<file path="config.mk">
export PLATFORM = sky130hd
export DESIGN_NAME = pwrmode_ctrl
export DESIGN_NICKNAME = d
export VERILOG_FILES = /design/src/rtl/pwrmode_pkg.sv /design/src/rtl/pwrmode_sync.sv /design/src/rtl/pwrmode_latch.sv /design/src/rtl/pwrmode_fsm.sv /design/src/rtl/pwrmode_ctrl.sv
export SDC_FILE = /design/constraint.sdc
export NUM_CORES = 1
export LEC_CHECK = 0
export ABC_AREA = 1
export BUFFER_PORTS_ARGS = -buffer_cell sky130_fd_sc_hd__buf_2
export CAP_MARGIN = 10
export CORE_AREA = 10 10 53 55
export CTS_BUF_LIST = sky130_fd_sc_hd__clkbuf_16
export DETAILED_ROUTE_END_ITERATION = 7
export DIE_AREA = 0 0 63 65
export GPL_TIMING_DRIVEN = 0
export HOLD_SLACK_MARGIN = 0.02
export MAX_ROUTING_LAYER = met4
export PLACE_DENSITY_LB_ADDON = 0.1
export SYNTH_ARGS = -nofsm -noshare
export SYNTH_HDL_FRONTEND = slang
export SYNTH_SLANG_ARGS = --single-unit
</file>
<file path="constraint.sdc">
create_clock -name clk -period 1.3 [get_ports clk]
set_input_delay 0.065 -clock clk [delete_from_list [all_inputs] [get_ports clk]]
set_output_delay 0.065 -clock clk [all_outputs]
set_load 0.01 [all_outputs]
</file>
<file path="src/rtl/pwrmode_pkg.sv">
package pwrmode_pkg;
  typedef enum logic [2:0] {
    MODE_NORM   = 3'd0,
    MODE_ISR_N  = 3'd1,
    MODE_HALT_N = 3'd2,
    MODE_PIN_N  = 3'd3,
    MODE_SMM    = 3'd4,
    MODE_ISR_S  = 3'd5,
    MODE_HALT_S = 3'd6,
    MODE_PIN_S  = 3'd7
  } mode_e;

  // pin vector order; the first three double as event indices
  localparam int unsigned N_PINS   = 4;
  localparam int unsigned N_EV     = 3;
  localparam int unsigned EV_INTR  = 0;
  localparam int unsigned EV_NMI   = 1;
  localparam int unsigned EV_SMI   = 2;
  localparam int unsigned PIN_SUSP = 3;
  localparam logic [N_PINS-1:0] PIN_IDLE = 4'b1100;
endpackage

</file>
<file path="src/rtl/pwrmode_sync.sv">
module pwrmode_sync #(
  parameter int unsigned WIDTH   = 4,
  parameter int unsigned STAGES  = 2,
  parameter logic [WIDTH-1:0] RST_VAL = '0
) (
  input  logic             clk,
  input  logic             rst_n,
  input  logic [WIDTH-1:0] d_i,
  output logic [WIDTH-1:0] q_o
);
  logic [WIDTH-1:0] chain_q [STAGES];

  always_ff @(posedge clk or negedge rst_n) begin
    if (!rst_n) begin
      for (int s = 0; s < STAGES; s++) chain_q[s] <= RST_VAL;
    end else begin
      chain_q[0] <= d_i;
      for (int s = 1; s < STAGES; s++) chain_q[s] <= chain_q[s-1];
    end
  end

  assign q_o = chain_q[STAGES-1];
endmodule

</file>
<file path="src/rtl/pwrmode_latch.sv">
module pwrmode_latch
  import pwrmode_pkg::*;
(
  input  logic            clk,
  input  logic            rst_n,
  input  logic [N_EV-1:0] ev_pins_i,
  input  logic            if_i,
  input  logic            smm_ctx_i,
  input  logic [N_EV-1:0] clr_i,
  output logic [N_EV-1:0] pend_o
);
  logic [N_EV-1:0] prev_q;
  logic [N_EV-1:0] set;

  always_ff @(posedge clk or negedge rst_n) begin
    if (!rst_n) prev_q <= PIN_IDLE[N_EV-1:0];
    else        prev_q <= ev_pins_i;
  end

  always_comb begin
    set[EV_SMI]  = prev_q[EV_SMI] & ~ev_pins_i[EV_SMI] & ~smm_ctx_i;
    set[EV_NMI]  = ev_pins_i[EV_NMI] & ~prev_q[EV_NMI];
    set[EV_INTR] = ev_pins_i[EV_INTR] & ~prev_q[EV_INTR] & if_i;
  end

  for (genvar e = 0; e < N_EV; e++) begin : g_ev
    logic flag_q;
    always_ff @(posedge clk or negedge rst_n) begin
      if (!rst_n) flag_q <= 1'b0;
      else        flag_q <= (flag_q & ~clr_i[e]) | set[e];
    end
    assign pend_o[e] = flag_q;
  end

  // masked INTR edges never raise the flag
  p_intr_masked_r8: assert property (@(posedge clk) disable iff (!rst_n)
    (!if_i && !pend_o[EV_INTR]) |=> !pend_o[EV_INTR]);
  // no management request latched in management context
  p_smi_ctx_r11: assert property (@(posedge clk) disable iff (!rst_n)
    (smm_ctx_i && !pend_o[EV_SMI]) |=> !pend_o[EV_SMI]);
  // a served NMI flag drops unless a new edge arrives
  p_clear_nmi_r10: assert property (@(posedge clk) disable iff (!rst_n)
    (clr_i[EV_NMI] && !set[EV_NMI]) |=> !pend_o[EV_NMI]);
endmodule

</file>
<file path="src/rtl/pwrmode_fsm.sv">
module pwrmode_fsm
  import pwrmode_pkg::*;
(
  input  logic            clk,
  input  logic            rst_n,
  input  logic            halt_i,
  input  logic            iret_i,
  input  logic            smm_enter_i,
  input  logic            resume_i,
  input  logic            susp_hi_i,
  input  logic [N_EV-1:0] pend_i,
  output mode_e           state_o,
  output logic [N_EV-1:0] start_o,
  output logic [N_EV-1:0] clr_o
);
  mode_e           state_q, state_d;
  logic [N_EV-1:0] start_q, start_d;

  always_comb begin
    state_d = state_q;
    start_d = '0;
    unique case (state_q)
      MODE_NORM: begin
        if (smm_enter_i || pend_i[EV_SMI]) begin
          state_d = MODE_SMM;   start_d[EV_SMI] = 1'b1;
        end else if (pend_i[EV_NMI]) begin
          state_d = MODE_ISR_N; start_d[EV_NMI] = 1'b1;
        end else if (pend_i[EV_INTR]) begin
          state_d = MODE_ISR_N; start_d[EV_INTR] = 1'b1;
        end else if (!susp_hi_i) begin
          state_d = MODE_PIN_N;
        end else if (halt_i) begin
          state_d = MODE_HALT_N;
        end
      end
      MODE_ISR_N:  if (iret_i) state_d = MODE_NORM;
      MODE_HALT_N: begin
        if (pend_i[EV_SMI]) begin
          state_d = MODE_SMM;   start_d[EV_SMI] = 1'b1;
        end else if (pend_i[EV_NMI]) begin
          state_d = MODE_ISR_N; start_d[EV_NMI] = 1'b1;
        end else if (pend_i[EV_INTR]) begin
          state_d = MODE_ISR_N; start_d[EV_INTR] = 1'b1;
        end
      end
      MODE_PIN_N:  if (susp_hi_i) state_d = MODE_NORM;
      MODE_SMM: begin
        if (resume_i)        state_d = MODE_NORM;
        else if (!susp_hi_i) state_d = MODE_PIN_S;
        else if (halt_i)     state_d = MODE_HALT_S;
      end
      MODE_ISR_S:  if (iret_i) state_d = MODE_SMM;
      MODE_HALT_S: begin
        if (pend_i[EV_NMI]) begin
          state_d = MODE_ISR_S; start_d[EV_NMI] = 1'b1;
        end else if (pend_i[EV_INTR]) begin
          state_d = MODE_ISR_S; start_d[EV_INTR] = 1'b1;
        end
      end
      MODE_PIN_S:  if (susp_hi_i) state_d = MODE_SMM;
      default:     state_d = MODE_NORM;
    endcase
  end

  always_ff @(posedge clk or negedge rst_n) begin
    if (!rst_n) begin
      state_q <= MODE_NORM;
      start_q <= '0;
    end else begin
      state_q <= state_d;
      start_q <= start_d;
    end
  end

  assign state_o = state_q;
  assign start_o = start_q;
  assign clr_o   = start_d;

  // a single service start per cycle
  p_one_start_r9: assert property (@(posedge clk) disable iff (!rst_n)
    $onehot0(start_q));
  // interrupt return goes back to the originating context
  p_iret_smm_r7: assert property (@(posedge clk) disable iff (!rst_n)
    (state_q == MODE_ISR_S && iret_i) |=> state_q == MODE_SMM);
  p_iret_norm_r7: assert property (@(posedge clk) disable iff (!rst_n)
    (state_q == MODE_ISR_N && iret_i) |=> state_q == MODE_NORM);
  // resume leaves the management routine
  p_resume_r6: assert property (@(posedge clk) disable iff (!rst_n)
    (state_q == MODE_SMM && resume_i) |=> state_q == MODE_NORM);
  // a pending management request wakes halt suspend into the routine
  p_halt_smi_r4: assert property (@(posedge clk) disable iff (!rst_n)
    (state_q == MODE_HALT_N && pend_i[EV_SMI]) |=> (state_q == MODE_SMM && start_q[EV_SMI]));
  // pin suspend holds while the request is low
  p_pin_hold_r5: assert property (@(posedge clk) disable iff (!rst_n)
    (state_q == MODE_PIN_N && !susp_hi_i) |=> state_q == MODE_PIN_N);
endmodule

</file>
<file path="src/rtl/pwrmode_ctrl.sv">
module pwrmode_ctrl
  import pwrmode_pkg::*;
#(
  parameter int unsigned SYNC_STAGES = 2
) (
  input  logic       clk,
  input  logic       rst_n,
  input  logic       halt_i,
  input  logic       iret_i,
  input  logic       smm_enter_i,
  input  logic       resume_i,
  input  logic       susp_n_i,
  input  logic       smi_n_i,
  input  logic       nmi_i,
  input  logic       intr_i,
  input  logic       if_i,
  output logic       susp_ack_n_o,
  output logic [2:0] mode_o,
  output logic       smi_pend_o,
  output logic       nmi_pend_o,
  output logic       intr_pend_o,
  output logic       smm_start_o,
  output logic       nmi_start_o,
  output logic       intr_start_o
);
  logic [N_PINS-1:0] pins_raw, pins_s;
  logic [N_EV-1:0]   pend, start, clr;
  mode_e             mode;

  assign pins_raw[PIN_SUSP] = susp_n_i;
  assign pins_raw[EV_SMI]   = smi_n_i;
  assign pins_raw[EV_NMI]   = nmi_i;
  assign pins_raw[EV_INTR]  = intr_i;

  pwrmode_sync #(
    .WIDTH  (N_PINS),
    .STAGES (SYNC_STAGES),
    .RST_VAL(PIN_IDLE)
  ) u_sync (
    .clk  (clk),
    .rst_n(rst_n),
    .d_i  (pins_raw),
    .q_o  (pins_s)
  );

  pwrmode_latch u_latch (
    .clk      (clk),
    .rst_n    (rst_n),
    .ev_pins_i(pins_s[N_EV-1:0]),
    .if_i     (if_i),
    .smm_ctx_i(mode[2]),
    .clr_i    (clr),
    .pend_o   (pend)
  );

  pwrmode_fsm u_fsm (
    .clk        (clk),
    .rst_n      (rst_n),
    .halt_i     (halt_i),
    .iret_i     (iret_i),
    .smm_enter_i(smm_enter_i),
    .resume_i   (resume_i),
    .susp_hi_i  (pins_s[PIN_SUSP]),
    .pend_i     (pend),
    .state_o    (mode),
    .start_o    (start),
    .clr_o      (clr)
  );

  assign mode_o       = mode;
  assign susp_ack_n_o = ~mode[1];
  assign smi_pend_o   = pend[EV_SMI];
  assign nmi_pend_o   = pend[EV_NMI];
  assign intr_pend_o  = pend[EV_INTR];
  assign smm_start_o  = start[EV_SMI];
  assign nmi_start_o  = start[EV_NMI];
  assign intr_start_o = start[EV_INTR];
endmodule

</file>
==> impl_metrics.csv <==
group,metric,value,unit
die,dieWidth,63,um
sta,period_share,0.9378,
yosys,yosysSeqAreaShare,0.5656,
yosys,synth.area.top_cells,"dfrtp_1, dfstp_2, nand2_1",
yosys,ys_top_cells_by_count,"nand2_1, dfrtp_1, inv_1, nor2_1, nand3_1",
worst_setup_path,path_class,"reg2reg",
sta,max_freq,0.8203,GHz
power,clkPwrFrac,0.313,
yosys,yosys.area.top_type,"dfrtp_1",
placed_design,post_dp_cell_area,0.001030,mm^2
power,p_sw,0.8984,mW
final_layout,nets,143,
yosys,syn_area,895.9,um^2
sta,finalHoldViolations,0,
yosys,yosys_warnings,0,
drt,vias_per_cell,4.690,
drt,drc,0,
drt,wl_per_cell,11.92,um
grt,grt_pass1_wl,3125,um
clocking,clock_latency,250,ps
clocking,cts_root_buf,"clkbuf_16",
drt,routed_wl,1884,um
final_layout,fin_area,0.001209,mm^2
grt,grtUsageTotal,0.09879,
clocking,cts_tree,"done",
worst_setup_path,crit_fanout,10,
die,dieArea,0.004095,mm^2
clocking,cts_made_buffers,3,
power,cellPowerDensity,2177,mW/mm^2
drt,drt.antenna.violating_nets,0,
grt,grt-ovfl-total,0,
sta,setup-violations-final,0,
sta,tightest_slew,430.0,ps
drt,firstDrtPassIters,4,
drt,drtIter0Drc,6,
die,start_util,0.4812,
yosys,avgSynthCellArea,8.870,um^2
power,p_int,1.733,mW
power,p_leak,0.6117,nW
yosys,ys_async_sr_fraction,1.000,
placed_design,globalplace.congestion,0.8430,
yosys,netlist-cell-type-count,22,
yosys,synth-edff-count,0,
sta,rsz0062_at_grt,"false",
sta,fin_skew,1.492,ps
clocking,htree_levels,1,
yosys,yosys_register_bits,20,
yosys,netlist_instances,101,
worst_setup_path,crit_required,1430,ps
sta,finalMaxSlewViolations,0,
sta,slew_headroom,0.7134,
grt,grt_antenna_before_repair,0,
final_layout,antenna_cells,0,
clocking,path_clk_slew,50,ps
sta,period_needed,1219,ps
die,boundaryPins,21,
die,rows,16,
final_layout,drive_above_1_share,0.3664,
clocking,clock-sinks,20,
sta,setup_tns,0,ps
worst_hold_path,hold_depth,3,
yosys,syn_nets,112,
power,ir_drop,1236,uV
power,seqPwrFrac,0.324,
worst_setup_path,start_kind,"flop",
yosys,yosysMostFrequentCell,"nand2_1",
worst_setup_path,end_kind,"flop",
worst_hold_path,hold_path.class,"in2reg",
clocking,cts.path.max_buffers,2,
placed_design,place_hpwl,1394,um
final_layout,syn_to_final_growth,34.92,%
die,chipHeight,65,um
die,core_area,0.001862,mm^2
drt,via_count,741,
grt,grt_max_degree,21,
outcome,status,"finished, final reports clean",
power,comb_power_share,0.363,
worst_setup_path,rr_worst_depth,5,
power,sw_frac_of_total,0.3414,
placed_design,port_buffers,20,
yosys,synth_ff_type,"dfrtp_1",
worst_setup_path,crit_arrival,1350,ps
grt,grt_pass1_vias,749,
yosys,yosysTopAreaCellShare,0.4190,
run,maxCapViolCount,0,
timing repair:
| action | CTS | global route |
|---|---|---|
| hold buffers | 5 | 0 |
| setup buffers | 0 | 1 |
| gates resized for setup | 0 | 8 |
| setup endpoints to repair | 0 | 4 |
| hold endpoints to repair | 19 | 0 |
per-stage QoR:
stage | instances | utilization | power [mW] | hold slack, ps | setup slack [ps]
floorplan | 101 | - | 1.483 | -230.6 | 87.04
global placement | 148 | 0.5531 | 1.741 | 21.26 | 53.32
detailed placement | 148 | 0.5531 | 1.762 | 28.97 | 29.69
CTS | 157 | 0.6364 | 2.614 | 96.47 | 23.87
global route | 158 | 0.6492 | 2.804 | 125.2 | 5.649
finish | 158 | 0.6492 | 2.631 | 94.14 | 80.89
worst max-delay path: stages (launching register included):
cell	delay (ps)
dfrtp_1	370
clkbuf_4	190
a21oi_1	200
nand3_1	140
nor2_4	130
o21ai_1	60
flip-flops by register name, summed over array words and instances (netlist names):
name	count
u_latch.g_ev.flag_q	3
u_latch.prev_q	3
u_sync.q_o	4
u_sync.chain_q	4
u_fsm.start_o	3
u_fsm.state_o	3
placed cells by master (no fill, tap or decap), types with 2 or more instances in the layout:
cell	synthesis	layout
buf_2	1	20
nand2_1	19	19
dfrtp_1	15	14
inv_1	14	12
nor2_1	13	11
nand3_1	9	9
dlygate4sd3_1	0	5
dfstp_2	5	5
inv_2	3	4
nand4_1	4	4
nor2_4	2	3
nor2_2	2	3
clkbuf_16	0	3
nand2_2	2	2
a21oi_1	2	2
o22ai_1	2	2
buf_4	1	2
power groups by stage:
| stage | sequential [mW] | combinational, mW | clock (mW) |
|---|---|---|---|
| after floorplan | 0.889 | 0.594 | 0 |
| after global placement | 0.847 | 0.894 | 0 |
| after detailed placement | 0.850 | 0.913 | 0 |
| after CTS | 0.841 | 0.935 | 0.837 |
| after global routing | 0.868 | 1.08 | 0.857 |
| final | 0.852 | 0.956 | 0.824 |
path summary, 6_finish.rpt:
path | endpoint | slack (ps) | startpoint
worst max-delay path | u_latch.g_ev[0].flag_q$_DFF_PN0_ | 80 | u_fsm.state_o[2]$_DFFE_PN0P_
worst min register to register | u_sync.q_o[0]$_DFF_PN0_ | 360 | u_sync.chain_q[4]$_DFF_PN0_
max in group asynchronous | u_sync.q_o[3]$_DFF_PN1_ | 680 | rst_n
worst max register to register | u_latch.g_ev[0].flag_q$_DFF_PN0_ | 80 | u_fsm.state_o[2]$_DFFE_PN0P_
worst min-delay path | u_latch.g_ev[0].flag_q$_DFF_PN0_ | 90 | if_i
min in group asynchronous | u_latch.prev_q[0]$_DFF_PN0_ | 280 | rst_n
routing by layer:
metal / part of all wire / track usage
met3: 0.045 / 0.02921
met2: 0.48 / 0.1586
met4: 0.024 / 0.06704
met1: 0.45 / 0.1035
met5: 0 / -
cell type report:
type | instances | area, um^2
Fill cell | 161 | 653.1
Sequential cell | 20 | 508.0
Multi-Input combinational cell | 61 | 311.5
Timing Repair Buffer | 26 | 157.7
Clock buffer | 3 | 75.07
Inverter | 17 | 66.31
Tap cell | 27 | 33.78
Clock inverter | 1 | 30.03
Buffer | 3 | 26.28
cell families (layout without fill, tap and decap cells):
kind of cell	after synthesis	count (layout)	share of synthesized area
AO/OA/AOI/OAI	9	9	0.06284
flip-flops	20	20	0.5656
buffers and inverters	20	50	0.09776
AND/OR/NAND/NOR	52	52	0.2737
Note: power is estimated with default switching activity, not from simulation.
